## src/rtl/dmr_pkg.sv

```systemverilog
package dmr_pkg;
  localparam int unsigned TBL_AW    = 7;
  localparam int unsigned DEST_IW   = 6;
  localparam int unsigned AGC_W     = 4;
  localparam int unsigned CLS_W     = 3;
  localparam int unsigned AGGR_BASE = 64;
  localparam int unsigned SRC_BASE  = 80;

  typedef enum logic [CLS_W-1:0] {
    CLS_UCAST = 3'd0,
    CLS_MC_L2 = 3'd1,
    CLS_MC_V4 = 3'd2,
    CLS_MC_V6 = 3'd3,
    CLS_BCAST = 3'd4
  } frame_cls_e;

  localparam logic [DEST_IW-1:0] FLOOD_UCAST = 6'd59;
  localparam logic [DEST_IW-1:0] FLOOD_MC_L2 = 6'd60;
  localparam logic [DEST_IW-1:0] FLOOD_MC_V4 = 6'd61;
  localparam logic [DEST_IW-1:0] FLOOD_MC_V6 = 6'd62;
  localparam logic [DEST_IW-1:0] FLOOD_BCAST = 6'd63;
endpackage

```

## src/rtl/dmr_dest_sel.sv

```systemverilog
module dmr_dest_sel
  import dmr_pkg::*;
(
  input  logic               clk_i,
  input  logic               rst_ni,
  input  logic               valid_i,
  input  logic               hit_i,
  input  logic [DEST_IW-1:0] hit_idx_i,
  input  logic [CLS_W-1:0]   cls_i,
  output logic [DEST_IW-1:0] dest_idx_o
);
  logic [DEST_IW-1:0] flood_idx;

  always_comb begin
    case (frame_cls_e'(cls_i))
      CLS_UCAST: flood_idx = FLOOD_UCAST;
      CLS_MC_L2: flood_idx = FLOOD_MC_L2;
      CLS_MC_V4: flood_idx = FLOOD_MC_V4;
      CLS_MC_V6: flood_idx = FLOOD_MC_V6;
      default:   flood_idx = FLOOD_BCAST; // undefined classes flood as broadcast
    endcase
  end

  assign dest_idx_o = hit_i ? hit_idx_i : flood_idx;

  p_flood_range_r4: assert property (@(posedge clk_i) disable iff (!rst_ni)
    valid_i && !hit_i |-> dest_idx_o >= FLOOD_UCAST);
endmodule

```

## src/rtl/dmr_mask_table.sv

```systemverilog
module dmr_mask_table
  import dmr_pkg::*;
#(
  parameter int unsigned NUM_PORTS   = 6,
  parameter int unsigned NUM_ENTRIES = SRC_BASE + NUM_PORTS + 1,
  parameter int unsigned MASK_W      = NUM_PORTS + 1
) (
  input  logic              clk_i,
  input  logic              rst_ni,
  input  logic              wr_en_i,
  input  logic [TBL_AW-1:0] wr_addr_i,
  input  logic [MASK_W-1:0] wr_data_i,
  input  logic [TBL_AW-1:0] dst_idx_i,
  input  logic [TBL_AW-1:0] agg_idx_i,
  input  logic [TBL_AW-1:0] src_idx_i,
  output logic [MASK_W-1:0] dst_mask_o,
  output logic [MASK_W-1:0] agg_mask_o,
  output logic [MASK_W-1:0] src_mask_o
);
  logic [MASK_W-1:0] ent_q [NUM_ENTRIES];

  function automatic logic [MASK_W-1:0] init_val(int unsigned e);
    if (e < NUM_PORTS) return MASK_W'(1) << e;
    if (e >= SRC_BASE) return '1;
    return '0;
  endfunction

  for (genvar e = 0; e < NUM_ENTRIES; e++) begin : g_ent
    always_ff @(posedge clk_i or negedge rst_ni) begin
      if (!rst_ni)                                     ent_q[e] <= init_val(e);
      else if (wr_en_i && wr_addr_i == TBL_AW'(e))     ent_q[e] <= wr_data_i;
    end
  end

  function automatic logic [MASK_W-1:0] rd(logic [TBL_AW-1:0] idx);
    return (32'(idx) < NUM_ENTRIES) ? ent_q[idx] : '0;
  endfunction

  assign dst_mask_o = rd(dst_idx_i);
  assign agg_mask_o = rd(agg_idx_i);
  assign src_mask_o = rd(src_idx_i);

  p_wr_take_r10: assert property (@(posedge clk_i) disable iff (!rst_ni)
    wr_en_i && (32'(wr_addr_i) < NUM_ENTRIES) |=> ent_q[$past(wr_addr_i)] == $past(wr_data_i));
endmodule

```

## src/rtl/dst_mask_resolver.sv

```systemverilog
module dst_mask_resolver
  import dmr_pkg::*;
#(
  parameter  int unsigned NUM_PORTS   = 6,
  localparam int unsigned MASK_W      = NUM_PORTS + 1,
  localparam int unsigned PORT_W      = $clog2(NUM_PORTS + 1),
  localparam int unsigned NUM_ENTRIES = SRC_BASE + NUM_PORTS + 1
) (
  input  logic               clk_i,
  input  logic               rst_ni,
  input  logic               tbl_wr_en_i,
  input  logic [TBL_AW-1:0]  tbl_wr_addr_i,
  input  logic [MASK_W-1:0]  tbl_wr_data_i,
  input  logic               req_valid_i,
  input  logic               req_hit_i,
  input  logic [DEST_IW-1:0] req_dest_i,
  input  logic [CLS_W-1:0]   req_cls_i,
  input  logic [AGC_W-1:0]   req_agc_i,
  input  logic [PORT_W-1:0]  req_port_i,
  output logic               res_valid_o,
  output logic [MASK_W-1:0]  res_mask_o
);
  logic [DEST_IW-1:0] dest_idx;
  logic               s1_valid_q;
  logic [DEST_IW-1:0] s1_dest_q;
  logic [AGC_W-1:0]   s1_agc_q;
  logic [PORT_W-1:0]  s1_port_q;
  logic [MASK_W-1:0]  dst_mask, agg_mask, src_mask, keep;
  logic [TBL_AW-1:0]  dst_idx, agg_idx, src_idx;

  dmr_dest_sel u_dest_sel (
    .clk_i      (clk_i),
    .rst_ni     (rst_ni),
    .valid_i    (req_valid_i),
    .hit_i      (req_hit_i),
    .hit_idx_i  (req_dest_i),
    .cls_i      (req_cls_i),
    .dest_idx_o (dest_idx)
  );

  // stage 1: resolved indices
  always_ff @(posedge clk_i or negedge rst_ni) begin
    if (!rst_ni) begin
      s1_valid_q <= 1'b0;
      s1_dest_q  <= '0;
      s1_agc_q   <= '0;
      s1_port_q  <= '0;
    end else begin
      s1_valid_q <= req_valid_i;
      s1_dest_q  <= dest_idx;
      s1_agc_q   <= req_agc_i;
      s1_port_q  <= req_port_i;
    end
  end

  assign dst_idx = TBL_AW'(s1_dest_q);
  assign agg_idx = TBL_AW'(AGGR_BASE) + TBL_AW'(s1_agc_q);
  assign src_idx = TBL_AW'(SRC_BASE) + TBL_AW'(s1_port_q); // past table end reads as zero

  dmr_mask_table #(
    .NUM_PORTS   (NUM_PORTS),
    .NUM_ENTRIES (NUM_ENTRIES),
    .MASK_W      (MASK_W)
  ) u_table (
    .clk_i      (clk_i),
    .rst_ni     (rst_ni),
    .wr_en_i    (tbl_wr_en_i),
    .wr_addr_i  (tbl_wr_addr_i),
    .wr_data_i  (tbl_wr_data_i),
    .dst_idx_i  (dst_idx),
    .agg_idx_i  (agg_idx),
    .src_idx_i  (src_idx),
    .dst_mask_o (dst_mask),
    .agg_mask_o (agg_mask),
    .src_mask_o (src_mask)
  );

  for (genvar b = 0; b < MASK_W; b++) begin : g_keep
    assign keep[b] = (s1_port_q != PORT_W'(b));
  end

  // stage 2: combine and register
  always_ff @(posedge clk_i or negedge rst_ni) begin
    if (!rst_ni) begin
      res_valid_o <= 1'b0;
      res_mask_o  <= '0;
    end else begin
      res_valid_o <= s1_valid_q;
      res_mask_o  <= s1_valid_q ? (dst_mask & agg_mask & src_mask & keep) : '0;
    end
  end

  p_latency_r2: assert property (@(posedge clk_i) disable iff (!rst_ni)
    req_valid_i |-> ##2 res_valid_o);
  p_no_spurious_r2: assert property (@(posedge clk_i) disable iff (!rst_ni)
    !req_valid_i |-> ##2 !res_valid_o);
  p_no_self_r8: assert property (@(posedge clk_i) disable iff (!rst_ni)
    res_valid_o && (32'($past(req_port_i, 2)) <= NUM_PORTS) |-> !res_mask_o[$past(req_port_i, 2)]);
  p_bad_port_r9: assert property (@(posedge clk_i) disable iff (!rst_ni)
    res_valid_o && (32'($past(req_port_i, 2)) > NUM_PORTS) |-> res_mask_o == '0);
  p_idle_zero_r11: assert property (@(posedge clk_i) disable iff (!rst_ni)
    !res_valid_o |-> res_mask_o == '0);
endmodule

```

## config.mk

```make
export PLATFORM = sky130hd
export DESIGN_NAME = dst_mask_resolver
export DESIGN_NICKNAME = d
export VERILOG_FILES = /design/src/rtl/dmr_pkg.sv /design/src/rtl/dmr_dest_sel.sv /design/src/rtl/dmr_mask_table.sv /design/src/rtl/dst_mask_resolver.sv
export SDC_FILE = /design/constraint.sdc
export NUM_CORES = 1
export LEC_CHECK = 0
export CAP_MARGIN = 20
export CORE_MARGIN = 2
export CORE_UTILIZATION = 25
export DETAILED_ROUTE_END_ITERATION = 8
export DONT_BUFFER_PORTS = 1
export PLACE_DENSITY = 0.43
export SLEW_MARGIN = 25
export SYNTH_ARGS = -nofsm -noshare
export SYNTH_HDL_FRONTEND = slang
export SYNTH_SLANG_ARGS = --single-unit
```

## constraint.sdc

```tcl
create_clock -name clk_i -period 3.71 [get_ports clk_i]
set_input_delay 0.742 -clock clk_i [delete_from_list [all_inputs] [get_ports clk_i]]
set_output_delay 0.742 -clock clk_i [all_outputs]
set_load 0.02 [all_outputs]
```

==> results.py <==
metrics = {
    "worst_setup_path": {
        "timing.critical_path.from": "s1_dest_q[0]$_DFF_PN0_",
        "end_kind": "flip-flop",
        "critPathArrivalTime_ns": 3.56,
        "reg2reg_slack_ns": 0.64,
        "rr_worst_depth": 6,
        "startpoint_type": "flip-flop",
        "reg2reg_from": "s1_dest_q[0]$_DFF_PN0_",
        "reg2reg_to": "res_mask_o[6]$_DFF_PN0_",
        "cp.required_ns": 4.20,
        "worstPathMaxFanout": 25,
        "path_class": "flip-flop to flip-flop",
    },
    "run": {
        "max-cap-violations": 0,
    },
    "sta": {
        "finalCriticalPeriod_ns": 3.07,
        "setup_viol": 0,
        "layout_setup_ws_ns": 0.639,
        "fin_worst_skew_ns": 0.0166,
        "max-slew-margin-rel_pct": 16.6,
        "hold_violations": 0,
        "drv_slew": 0,
        "setup_tns_ns": 0,
        "whs_ns": 0.138,
        "finalCritPeriodShare_pct": 82.8,
        "fmax_mhz": 326,
        "worst_pin_slew_ns": 1.25,
        "rsz0062_at_grt": "false",
    },
    "placed_design": {
        "dp_hpwl_um": 50600,
        "place_ws_ns": 0.637,
        "place.gp.congestion": 0.787,
        "port_buffers": 0,
    },
    "global_routing": {
        "grt_max_degree": 625,
        "grt_antenna_before_repair": 1,
        "grt_pass1_vias": 17100,
        "grt_util_all_layers_pct": 14.0,
        "grt_pass1_wl_um": 122000,
        "grt_overflow": 0,
    },
    "floorplanning": {
        "rows": 123,
        "core_area_sq_um": 113000,
        "io_pins": 43,
        "die_w_um": 342,
        "die_area_sq_um": 117000,
        "die_y_um": 342,
        "start_util_pct": 25.3,
    },
    "status": {
        "outcome": "complete, no violations",
    },
    "clock_network": {
        "post_cts.repair.setup_buffers": 0,
        "root_buffer": "clkbuf_16",
        "clk_pin_slew_ns": 0.06,
        "max-clock-path-buffers": 3,
        "cts_max_level": 3,
        "cts_tree": "done",
        "cts_resized": 0,
        "cts_buffers": 73,
        "clkSinkCount": 624,
        "clkLatencyLatePin_ns": 0.62,
    },
    "synthesis": {
        "syn_inst": 1837,
        "synthesis.nets": 1872,
        "synth_top_cell_area_share_pct": 50.6,
        "yosysTopAreaCell": "dfrtp_1",
        "yosys_register_bits": 624,
        "async_flop_share_pct": 100,
        "synth.area.top_cells": "dfrtp_1, mux2_2, mux4_2",
        "synth_cell_types": 54,
        "yosys_warnings": 0,
        "synthesis.area_sq_um": 28500,
        "synth_seq_area_share_pct": 55.0,
        "synth_ff_type": "dfrtp_1",
        "syn_avg_cell_area_sq_um": 15.5,
        "synth_edf_count": 0,
    },
    "layout": {
        "multiInputGateArea_sq_um": 12200,
        "layout-drive-gt1-share_pct": 53.5,
        "layout.nets": 1852,
        "final_util_pct": 29.0,
        "ff_latch_area_sq_um": 15700,
        "fillers": 11300,
        "area_growth_pct": 14.9,
    },
    "hold_path": {
        "min_from": "req_agc_i[0]",
        "hold_class": "input port to flip-flop",
        "hold_end": "s1_agc_q[0]$_DFF_PN0_",
        "min_path_cells": 0,
    },
    "routing": {
        "drt_wl_total_um": 81100,
        "first_iter_violations": 1096,
        "wl_per_cell_um": 24.0,
        "drtPass1Iterations": 5,
        "vias_per_cell": 4.73,
        "vias": 15900,
        "postRouteAntennaNets": 0,
        "drc": 0,
    },
    "power": {
        "power_density_nw_per_um2": 513,
        "ir_worst_vdd_uv": 314,
        "p_leak_nw": 14.8,
    },
}
## cells in the final DEF, fill, tap and decap left out, types with 3 or more instances in the layout
cell,synthesis,final
nor3_2,4,4
nor2_1,24,24
nor3_1,5,5
nand2_1,68,68
o21ai_0,8,8
o211ai_1,8,8
buf_16,0,4
nand2_2,4,4
mux2i_1,47,47
a21oi_1,15,15
buf_4,12,36
nor2_2,29,29
dfstp_2,48,48
nand3b_1,4,4
o221ai_1,4,4
buf_12,2,4
nand2b_1,10,10
a221oi_1,4,4
mux4_2,146,146
a22oi_1,4,4
nor2b_1,11,11
nand3_1,15,15
clkbuf_8,0,22
dfrtp_1,576,572
and3_1,3,3
clkbuf_1,97,13
bufinv_16,0,6
a31oi_1,4,4
and2_1,6,6
o22ai_1,4,4
dfrtp_4,0,3
clkinv_2,0,9
nor3b_1,3,3
or3_1,3,3
o2111ai_1,4,4
nand4_1,4,4
mux2_2,605,605
clkbuf_16,0,77
mux4_1,4,4
## where the power goes
group          switching (mW)  internal, mW
combinational           0.662         0.833
clock                    2.93          4.64
sequential              0.343          7.39
total                    3.94          12.9
## per-stage QoR
stage / cells / total power, mW / area [sq um]
after global placement: 3237 / 9.17 / 30100
final: 3374 / 16.8 / 32800
after floorplan: 1837 / 8.85 / 28500
after CTS: 3367 / 16.9 / 32600
after global routing: 3372 / 17.5 / 32800
after detailed placement: 3237 / 9.22 / 30100
## cells in the mapped netlist, types with 2 or more instances
master and n:
nor3_1 5, nand4_1 4, buf_12 2, inv_1 2
nand2b_1 10, nand3_1 15, nor3b_1 3, dfstp_2 48
buf_1 6, mux2_2 605, a221o_1 2, nand2_1 68
clkinv_1 2, nand3b_1 4, dfrtp_1 576, nand2_2 4
and2_1 6, nor2_1 24, mux2i_1 47, o32ai_1 2
and3_1 3, o22ai_1 4, o22a_1 2, a22oi_1 4
or3_1 3, nor2b_1 11, mux4_1 4, o211ai_1 8
o2111ai_1 4, a21oi_1 15, nor3_2 4, o221ai_1 4
nor2_2 29, buf_2 21, clkbuf_1 97, mux4_2 146
buf_4 12, o21ai_0 8, a221oi_1 4, a31oi_1 4
a2111oi_0 2
## cell families (layout without fill, tap and decap cells)
group                     Yosys count  after routing  synth area share [%]
muxes                             802            802                  37.5
DFF                               624            624                  55.0
and+or+nand+nor                   196            196                  3.50
buffers and inverters             144            179                  2.29
AOI/OAI and AO/OA                  70             70                  1.72
xor gates and xnor gates            1              1                0.0307
other                               0              2                     0
## worst max-delay path: stages (launching register included)
cell      delay [ns]
dfrtp_4         0.83
buf_4           0.36
mux4_2          0.56
o32ai_1         0.76
nor2_1          0.12
o221ai_1        0.16
a21oi_1         0.12
## flip-flops by register name (all words and copies together) (netlist names)
register and count:
s1_agc_q 4, s1_valid_q 1, res_valid_o 1, u_table.ent_q 602, s1_dest_q 6, s1_port_q 3, res_mask_o 7
## metal layers
layer / vias up / global-route usage, % / share of wire, %
met3: 103 / 2.13 / 3.8
met4: 0 / 4.23 / 2.2
met2: 285 / 22.3 / 47
met5: - / 0 / 0
met1: 8740 / 19.7 / 47
li1: 6816 / - / -
## cell type report
type,instances,share of cell area [%]
tap,1500,5.73
sequential,624,47.9
multi-input combinational,1069,37.2
clock inverter,18,0.768
clock buffer,112,6.96
inverter,4,0.0458
timing repair buffer,45,1.44
antenna,2,0.0153
## how the worst max path moves through the flow
| stage | to | cells after the start | slack, ns |
|---|---|---|---|
| 2_1_floorplan | u_table.ent_q[119]$_DFFE_PN0P_ | 8 | 1.36 |
| 3_3_place_gp | res_mask_o[6]$_DFF_PN0_ | 6 | 0.56 |
| 3_5_place_dp | res_mask_o[6]$_DFF_PN0_ | 6 | 0.64 |
| 4_1_cts | res_mask_o[6]$_DFF_PN0_ | 6 | 0.61 |
| 5_1_grt | res_mask_o[6]$_DFF_PN0_ | 6 | 0.53 |
| 6_report | res_mask_o[6]$_DFF_PN0_ | 6 | 0.64 |
No activity file was read; power rests on OpenSTA's default activity.
